$ cat src/rtl/sdm_pkg.sv
package sdm_pkg;
   typedef enum logic [1:0] {
      PH_IDLE  = 2'd0,
      PH_STAR  = 2'd1,
      PH_GAP   = 2'd2,
      PH_DELTA = 2'd3
   } phase_e;
endpackage

$ cat src/rtl/sdm_dir_latch.sv
// Self-holding direction latches with mutual lockout and dominant stop.
module sdm_dir_latch (
   input  logic clk,
   input  logic rst_n,
   input  logic btn_left,
   input  logic btn_right,
   input  logic btn_stop,
   output logic run_left_q,
   output logic run_right_q,
   output logic run_next
);
   logic idle;
   logic tie;
   logic left_d;
   logic right_d;

   assign idle = !run_left_q && !run_right_q;
   // simultaneous request from idle is refused
   assign tie  = idle && btn_left && btn_right;

   always_comb begin
      left_d  = !btn_stop && !tie && !run_right_q && (btn_left  || run_left_q);
      right_d = !btn_stop && !tie && !run_left_q  && (btn_right || run_right_q);
   end

   assign run_next = left_d || right_d;

   always_ff @(posedge clk) begin
      if (!rst_n) begin
         run_left_q  <= 1'b0;
         run_right_q <= 1'b0;
      end else begin
         run_left_q  <= left_d;
         run_right_q <= right_d;
      end
   end
endmodule

$ cat src/rtl/sdm_timer.sv
// Saturating phase tick counter, held at zero while its phase is inactive.
module sdm_timer #(
   parameter int unsigned W          = 16,
   parameter bit          TICK_GATED = 1'b1
) (
   input  logic         clk,
   input  logic         rst_n,
   input  logic         active,
   input  logic         tick,
   input  logic [W-1:0] preset,
   output logic         done
);
   localparam logic [W-1:0] CNT_MAX = {W{1'b1}};

   logic [W-1:0] cnt_q;
   logic         step;

   generate
      if (TICK_GATED) begin : g_tick
         assign step = active && tick;
      end else begin : g_free
         logic unused_tick;
         assign unused_tick = tick;
         assign step = active;
      end
   endgenerate

   assign done = (cnt_q >= preset);

   always_ff @(posedge clk) begin
      if (!rst_n || !active) begin
         cnt_q <= '0;
      end else if (step && (cnt_q != CNT_MAX)) begin
         cnt_q <= cnt_q + 1'b1;
      end
   end
endmodule

$ cat src/rtl/sdm_phase.sv
// Winding phase sequencer: idle, star, dead gap, delta.
module sdm_phase
   import sdm_pkg::*;
(
   input  logic   clk,
   input  logic   rst_n,
   input  logic   run_next,
   input  logic   star_done,
   input  logic   gap_done,
   output phase_e phase_q
);
   phase_e phase_d;

   always_comb begin
      phase_d = phase_q;
      if (!run_next) begin
         phase_d = PH_IDLE;
      end else begin
         unique case (phase_q)
            PH_IDLE:  phase_d = PH_STAR;
            PH_STAR:  if (star_done) phase_d = PH_GAP;
            PH_GAP:   if (gap_done)  phase_d = PH_DELTA;
            PH_DELTA: phase_d = PH_DELTA;
            default:  phase_d = PH_IDLE;
         endcase
      end
   end

   always_ff @(posedge clk) begin
      if (!rst_n) phase_q <= PH_IDLE;
      else        phase_q <= phase_d;
   end
endmodule

$ cat src/rtl/sdm_seq.sv
// Top: reversible star-delta start sequencer.
module sdm_seq
   import sdm_pkg::*;
#(
   parameter int unsigned TIMER_W    = 16,
   parameter bit          TICK_GATED = 1'b1
) (
   input  logic               clk,
   input  logic               rst_n,
   input  logic               tick,
   input  logic               btn_left,
   input  logic               btn_right,
   input  logic               btn_stop,
   input  logic [TIMER_W-1:0] star_time,
   input  logic [TIMER_W-1:0] gap_time,
   output logic               k_left,
   output logic               k_right,
   output logic               k_star,
   output logic               k_delta
);
   generate
      if (TIMER_W < 2 || TIMER_W > 32) begin : g_bad_width
         $error("sdm_seq: TIMER_W must lie in 2..32");
      end
   endgenerate

   logic   run_left_q;
   logic   run_right_q;
   logic   run_next;
   logic   star_done;
   logic   gap_done;
   phase_e phase_q;

   sdm_dir_latch u_dir (
      .clk         (clk),
      .rst_n       (rst_n),
      .btn_left    (btn_left),
      .btn_right   (btn_right),
      .btn_stop    (btn_stop),
      .run_left_q  (run_left_q),
      .run_right_q (run_right_q),
      .run_next    (run_next)
   );

   sdm_timer #(.W(TIMER_W), .TICK_GATED(TICK_GATED)) u_star_tmr (
      .clk    (clk),
      .rst_n  (rst_n),
      .active (phase_q == PH_STAR),
      .tick   (tick),
      .preset (star_time),
      .done   (star_done)
   );

   sdm_timer #(.W(TIMER_W), .TICK_GATED(TICK_GATED)) u_gap_tmr (
      .clk    (clk),
      .rst_n  (rst_n),
      .active (phase_q == PH_GAP),
      .tick   (tick),
      .preset (gap_time),
      .done   (gap_done)
   );

   sdm_phase u_phase (
      .clk       (clk),
      .rst_n     (rst_n),
      .run_next  (run_next),
      .star_done (star_done),
      .gap_done  (gap_done),
      .phase_q   (phase_q)
   );

   assign k_left  = run_left_q;
   assign k_right = run_right_q;
   assign k_star  = (phase_q == PH_STAR);
   assign k_delta = (phase_q == PH_DELTA);
endmodule

$ cat config.mk
export PLATFORM = sky130hd
export DESIGN_NAME = sdm_seq
export DESIGN_NICKNAME = d
export VERILOG_FILES = /design/src/rtl/sdm_pkg.sv /design/src/rtl/sdm_dir_latch.sv /design/src/rtl/sdm_timer.sv /design/src/rtl/sdm_phase.sv /design/src/rtl/sdm_seq.sv
export SDC_FILE = /design/constraint.sdc
export NUM_CORES = 1
export LEC_CHECK = 0
export ABC_AREA = 1
export CAP_MARGIN = 20
export CORE_UTILIZATION = 59
export CTS_CLUSTER_SIZE = 16
export DETAILED_ROUTE_END_ITERATION = 12
export DONT_BUFFER_PORTS = 1
export GPL_TIMING_DRIVEN = 0
export PLACE_DENSITY_LB_ADDON = 0.12
export SLEW_MARGIN = 10
export SYNTH_ARGS = -nofsm -noshare
export SYNTH_HDL_FRONTEND = slang
export SYNTH_SLANG_ARGS = --single-unit
export TNS_END_PERCENT = 10
$ cat constraint.sdc
create_clock -name clk -period 2.8 [get_ports clk]
set_input_delay 0.42 -clock clk [delete_from_list [all_inputs] [get_ports clk]]
set_output_delay 0.42 -clock clk [all_outputs]
set_load 0.005 [all_outputs]
# Yosys cells after proc, flatten, opt, wreduce, memory -nomap -nowiden
# Index checks and enable logic that the tools add are counted.
# W data, S select, Z words.
totals:
  reg_bits: 36
  wordCells: 46
classes:
  add_sub_neg: 2
  reduce_logical: 27
  n_eq_ne: 7
  n_lt_le_gt_ge: 2
  n_mux: 3
op_table:
  columns: ["cell", "n"]
  rows:
  - ["$add A16 B1 Y16 const B", 2]
  - ["$ge A16 B16 Y1", 2]
  - ["$ne A16 B16 Y1 const B", 2]
  - ["$logic_and A1 B1 Y1", 12]
  - ["$pmux W2 S4", 1]
  - ["$logic_not A1 Y1", 7]
  - ["$logic_or A1 B1 Y1", 5]
  - ["$eq A2 B2 Y1 const B", 2]
  - ["$mux W2", 2]
  - ["$ne A2 B2 Y1 const B", 2]
  - ["$reduce_and A2 Y1", 2]
  - ["$eq A2 B1 Y1 const B", 1]
  - ["$logic_not A2 Y1", 1]

# Depth between registers and ports, before layout
# Gate-level depths: netlist (run 1).
depth:
  word_depth: 10
  ltp_mapped: 13

# Cells and area by module
# From an unflattened synthesis (run 1), not the netlist that was laid out.
hier_totals:
  hier_cells: 468
  hier_area_um2: 2937.8
modules_own_cells:
  columns: ["mod", "area_each_um2", "cells_per_inst", "n_inst"]
  rows:
  - ["sdm_timer (u_gap_tmr)", 1385.1, 227, 1]
  - ["sdm_timer (u_star_tmr)", 1358.8, 209, 1]
  - ["sdm_dir_latch", 98.8, 17, 1]
  - ["sdm_phase", 72.6, 9, 1]
  - ["sdm_seq", 22.5, 6, 1]

# Worst setup path after synthesis (run 1)
# No wires, ideal clock.
synth_timing:
  kind: "register to register"
  from: "register u_star_tmr.cnt_q[0]"
  to: "register u_star_tmr.cnt_q[6]"
  stages_incl_launch_ff: 10
  t_arrival_ns: 1.460
  slack_ns: 1.201
  cell_sequence: "dfxtp_1 > ha_1 > nand3_1 > nor2_1 > nand3_1 > and2_1 > buf_6 > buf_4 > nand2_1 > a21oi_2"
synth_between:
  elab_chain_cells: 2
  elab_cells_between_ends: 3
  cone_classes: "1 x add/sub; 1 x eq/ne; 1 x reduce/logical"
synth_lines:
  columns: ["item", "line_no", "text"]
  rows:
  - ["from (decl)", "sdm_timer.sv:15", "logic [W-1:0] cnt_q;"]
  - ["from (signal assigned)", "sdm_timer.sv:34", "cnt_q <= cnt_q + 1'b1;"]
  - ["branches (longest 2 deep; another with $add A16 B1 Y16)", null, null]
# Parallel ways; which one is timed is not known.
# A chain may end at the register's enable or synchronous reset.

# Worst setup path after layout (run 1)
layout_timing:
  from: "register u_star_tmr.cnt_q[0]"
  to: "register u_star_tmr.cnt_q[14]"
# Same word-level chain as after synthesis.

==> run metrics, run 1 <==
status=complete, no violations; Die ar.=0.005172 mm2; CP endpoint kind=register; Initial Util=61.06%; Final period util=66.69%; drt via density=5.140; fillcell total=437; per-cell routed wire length=11.26 um; DRC viols=0; Setup CP Type=register to register; Yosys warning count=0; Detailed Place HPWL=4541 um; Max-cap violations=0; first-pass GRT wire length=10120 um; share of the synthesized area in the top cell type=24.99%; GRT Total Usage=24.48%; Least-Margin Pin Slew=0.5967 ns; Area Growth Syn to Fin=6.638%; Syn Area/Cell=6.466 um2; most numerous cell in the Yosys netlist=nand2_1; synthesized cell area=0.002884 mm2; Final Setup Violations=0; maximum vdd drop=0.2654 mV; Seq/Total Area, Yosys=24.99%; skew final=0.008336 ns; total gr overflow=0; worst r2r dst=u_star_tmr.cnt_q[14]$_SDFFE_PP0P_; clk root buf=clkbuf_8; power density cells=346.9 mW/mm2; largest cells by area after synthesis=dfxtp_1, nand2_1, ha_1; number of clock sinks=36; Post-CTS Hold Buffers=0; io pins=42; startpoint types=register; routed vias=2678; final hold viol count=0; Synth Instances=446; # H-tree levels=2; CTS tree=built; cts repair resizes=0; Final Util=65.11%; async set-or-reset flop fraction in the synthesized netlist=0%; Die H=71.92 um; Primary FF master, synth=dfxtp_1; initial antenna violation count=0; largest net degree at the start of global routing=12; leading area contributor after synthesis=dfxtp_1; syn_nets=518; CTS max path bufs=2; nets@finish=525; Int Pwr=0.8116 mW; Yosys cell types=32; flop2flop setup slack=0.93 ns; Clock transition at path regs=0.08 ns; Synth top cells by count=nand2_1, inv_1, nor2_1; Clock Power Share=43.3%; Core Area=0.004723 mm2; worst reg2reg path depth=10; crit-path max FO=10; R2R Path Start=u_star_tmr.cnt_q[0]$_SDFFE_PP0P_; crit path launch=u_star_tmr.cnt_q[0]$_SDFFE_PP0P_; Hold EP=u_dir.run_right_q$_SDFF_PN0_; Switching Fraction=23.92%; post-route insts no fill=521; vias in the first global route=2486; PortBufs=0; Row Count=25; DR pass1 iterations=4; hold path startpoint=btn_right; number of flops mapped to enable cells by yosys=0; # diodes=0; Setup Fix Bufs, Post-CTS=0; share of post-route cells with drive strength above 1=6.167%; Routed WL=5865 um; setup ws final=0.9326 ns; hold path depth=1; TritonCTS buffer count=5; RSZ-0062 raised after global routing=false; clk_lat worst skew=0.30 ns; worst slack at placement=0.9895 ns; worst rel slew slack=60.22%; Worst Path Required=3.02 ns; Min-Delay Path Class=primary input to register; initial drt markers=151; routability cong.=0.8739; total power=1.067 mW; Crit path arrival time=2.09 ns; clock period minus worst slack=1.867 ns; Fin Setup TNS=0 ns; P_sw=0.2551 mW; Max Slew Vio Count=0; Die W=71.92 um; Combinational Power Share=8.1%; Yosys reg bits=36; Static Leak=1.418 nW; Flop pwr share=48.6%; Routed Antenna Nets=0; placed cell count=513; Fmax=535.5 MHz
worst max path at each step:
| stage | to | depth (start not counted) |
|---|---|---|
| 6_report | u_star_tmr.cnt_q[14]$_SDFFE_PP0P_ | 10 |
| 5_1_grt | u_star_tmr.cnt_q[14]$_SDFFE_PP0P_ | 10 |
| 4_1_cts | u_star_tmr.cnt_q[14]$_SDFFE_PP0P_ | 10 |
| 3_5_place_dp | u_star_tmr.cnt_q[14]$_SDFFE_PP0P_ | 9 |
| 3_3_place_gp | u_star_tmr.cnt_q[11]$_SDFFE_PP0P_ | 9 |
| 2_1_floorplan | u_star_tmr.cnt_q[6]$_SDFFE_PP0P_ | 9 |
power groups by stage:
stage	registers [mW]	clock network, mW	logic, mW
3_3_place_gp	0.530	0	0.0849
2_1_floorplan	0.529	0	0.0709
3_5_place_dp	0.530	0	0.0872
4_1_cts	0.518	0.470	0.0880
5_1_grt	0.519	0.489	0.103
6_report	0.518	0.462	0.0866
worst max-delay path, stage by stage, from the launching register on:
cell	delay, ns
dfxtp_1	0.39
ha_1	0.24
nand3_1	0.20
nor2_1	0.19
nand3_1	0.11
and2_1	0.16
buf_6	0.13
clkinv_4	0.06
buf_8	0.13
nand2_2	0.05
a21oi_2	0.13
metrics by stage:
step	instance area, um2	hold WS, ns
2_1_floorplan	2884	0.4730
3_3_place_gp	2968	0.5025
3_5_place_dp	2968	0.5012
4_1_cts	3075	0.2773
5_1_grt	3075	0.2810
6_report	3075	0.2797
sequential cells by signal, summed over array words and instances, names as in the netlist:
register,count
u_star_tmr.cnt_q,16
u_dir.run_right_q,1
u_dir.run_left_q,1
u_phase.phase_q,2
u_gap_tmr.cnt_q,16
final cells by class:
class / count / area (um2) / area share (%)
Multi-Input combinational cell: 325 / 1814 / 58.99
Sequential cell: 36 / 720.7 / 23.43
Inverter: 79 / 301.5 / 9.805
Tap cell: 67 / 83.83 / 2.726
Clock buffer: 6 / 72.57 / 2.360
Buffer: 6 / 47.55 / 1.546
Clock inverter: 2 / 35.03 / 1.139
routing by layer:
layer	global-route usage, %	routed length (um)
met1	28.24	2606
met3	3.750	146
met5	0	0
met4	9.804	92
met2	45.18	3019
cells in the final DEF, fill, tap and decap left out, drive strengths merged, types with 4 or more instances in the layout:
master	n
nand2	122
inv	76
nor2	49
dfxtp	36
ha	34
a21oi	33
nor3	20
nand3	18
o21ai	12
xor2	11
nand4	10
clkbuf	7
buf	5
xnor2	4
clkinv	4
kinds of logic after synthesis:
family          count (synthesis)  synth area share (%)
simple gates                  222                 32.28
buf+inv                        85                 12.10
compound gates                 54                 11.32
flops                          36                 24.99
fa+ha+maj                      34                 14.75
xor+xnor                       15                 4.555
Note: power is estimated with default switching activity, not from simulation.
==> run 2: changes to the inputs <==
--- a/config.mk
+++ b/config.mk
@@ -7,7 +7,7 @@
 export LEC_CHECK = 0
 export ABC_AREA = 1
 export CAP_MARGIN = 20
-export CORE_UTILIZATION = 59
+export CORE_UTILIZATION = 58
 export CTS_CLUSTER_SIZE = 16
 export DETAILED_ROUTE_END_ITERATION = 12
 export DONT_BUFFER_PORTS = 1
==> constraint.sdc (replaced) <==
create_clock -name clk -period 1.6 [get_ports clk]
set_input_delay 0.24 -clock clk [delete_from_list [all_inputs] [get_ports clk]]
set_output_delay 0.24 -clock clk [all_outputs]
set_load 0.005 [all_outputs]
==> run 2 against run 1 <==
Global-route usage down 0.80 points. Register-to-register slack got worse by 0.87 ns. Total power rose by 75%. Worst setup slack worse by 0.87 ns. Clock skew up 0.0025 ns. Final area rose by 6.0%. Clock-buffer cell count unchanged. Via count decreased by 0.67%. Utilization is 3.5 points higher. First-iteration DRC count is 23% lower. Routed wire length is 3.8% higher. Critical path type unchanged.
==> run metrics, run 2 (synthesized netlist as in run 1, its figures left out) <==
Post-CTS Hold Buffers=0; io pins=42; Fin Setup TNS=0 ns; Routed Antenna Nets=0; Final period util=96.10%; setup ws final=0.06242 ns; crit-path max FO=10; Row Count=25; Crit path arrival time=1.77 ns; startpoint types=register; first-pass GRT wire length=9880 um; CTS max path bufs=2; routed vias=2660; Area Growth Syn to Fin=13.06%; Fmax=650.4 MHz; initial drt markers=116; Worst Path Required=1.83 ns; Max-cap violations=0; DR pass1 iterations=4; vias in the first global route=2400; Routed WL=6088 um; CTS tree=built; status=complete, no violations; TritonCTS buffer count=5; routability cong.=0.8646; skew final=0.01080 ns; final hold viol count=0; clk root buf=clkbuf_8; Die H=72.52 um; power density cells=572.1 mW/mm2; Die ar.=0.005258 mm2; Least-Margin Pin Slew=0.3824 ns; clk_lat worst skew=0.29 ns; largest net degree at the start of global routing=15; DRC viols=0; # diodes=0; maximum vdd drop=0.4538 mV; # H-tree levels=2; Final Setup Violations=0; biggest regs=u_gap_tmr.cnt_q x16, u_star_tmr.cnt_q x16, u_phase.phase_q x2; post-route insts no fill=525; Crit-path slowest cell=dfxtp_2; Max Slew Vio Count=0; GRT Total Usage=23.67%; total gr overflow=0; R2R Path Start=u_gap_tmr.cnt_q[0]$_SDFFE_PP0P_; clock period minus worst slack=1.538 ns; delay-heaviest family, CP=simple AND/OR/NAND/NOR gates; commonest non-fill, non-tap cell in the layout=nand2_1; Final Util=68.58%; worst stage delay on the critical path=0.37 ns; Initial Util=60.66%; placed cell count=513; fillcell total=420; PortBufs=0; Static Leak=1.475 nW; Detailed Place HPWL=4457 um; Die W=72.52 um; RSZ-0062 raised after global routing=true; nets@finish=529; worst slack at placement=-0.1874 ns; worst path bufs/invs=1; drt via density=5.067; initial antenna violation count=0; cell-by-cell trace of the critical path=ha_2 -> nand3_2 -> nor2_2 -> nand3_1 -> nand2_4 -> buf_6 -> nand2_1 -> a21oi_1; number of clock sinks=36; most frequent cells in the layout=nand2_1, inv_1, nor2_1; Setup CP Type=register to register; share of post-route cells with drive strength above 1=14.85%; worst rel slew slack=74.48%; hold path startpoint=btn_right; crit path launch=u_gap_tmr.cnt_q[0]$_SDFFE_PP0P_; CP endpoint kind=register; per-cell routed wire length=11.60 um; Clock transition at path regs=0.08 ns; Min-Delay Path Class=primary input to register; Core Area=0.004755 mm2; Hold Slack=0.1040 ns
[run 2: area by class of cell]
cell class / count / area, um2 / share of cell area [%]
multi-input cells: 325 / 1921 / 58.90
clock buffers: 6 / 72.57 / 2.226
inverters: 79 / 305.3 / 9.363
flip-flops and latches: 36 / 752.0 / 23.06
well taps: 67 / 83.83 / 2.571
clock inverters: 2 / 35.03 / 1.074
plain buffers: 5 / 50.05 / 1.535
repair buffers: 5 / 41.29 / 1.266
[run 2: worst paths after layout]
check / end / slack [ns] / depth (start not counted)
worst min-delay path: u_dir.run_right_q$_SDFF_PN0_ / 0.10 / 1
worst max-delay path: u_gap_tmr.cnt_q[13]$_SDFFE_PP0P_ / 0.06 / 8
worst max register to register: u_gap_tmr.cnt_q[13]$_SDFFE_PP0P_ / 0.06 / 8
worst min register to register: u_star_tmr.cnt_q[15]$_SDFFE_PP0P_ / 0.50 / 2
[run 2: per-stage QoR]
step | area (um2) | power [mW]
floorplan | 2884 | 1.051
global placement | 2968 | 1.075
detailed placement | 2968 | 1.080
CTS | 3134 | 1.876
global route | 3261 | 1.946
finish | 3261 | 1.865
[run 2: report_power, final]
group          switching, mW  internal [mW]
Clock                  0.342          0.463
Sequential           0.00585          0.893
Combinational          0.102         0.0595
Total                  0.450           1.42
[run 2: per-layer routing]
layer  global-route usage (%)  wire, um  up-vias
met5                        0         0        -
met4                    6.536        32        0
met3                    5.000       269        5
met2                    42.58      3110       62
met1                    28.33      2675     1157
li1                         -         -     1436
[run 2: what timing repair did]
item                                    CTS  global route
endpoints found under the setup margin   30            33
gates cloned                              0             1
hold endpoints to repair                  0             0
setup buffers                             2             2
pin swaps                                 2             4
gates resized for setup                  22            35
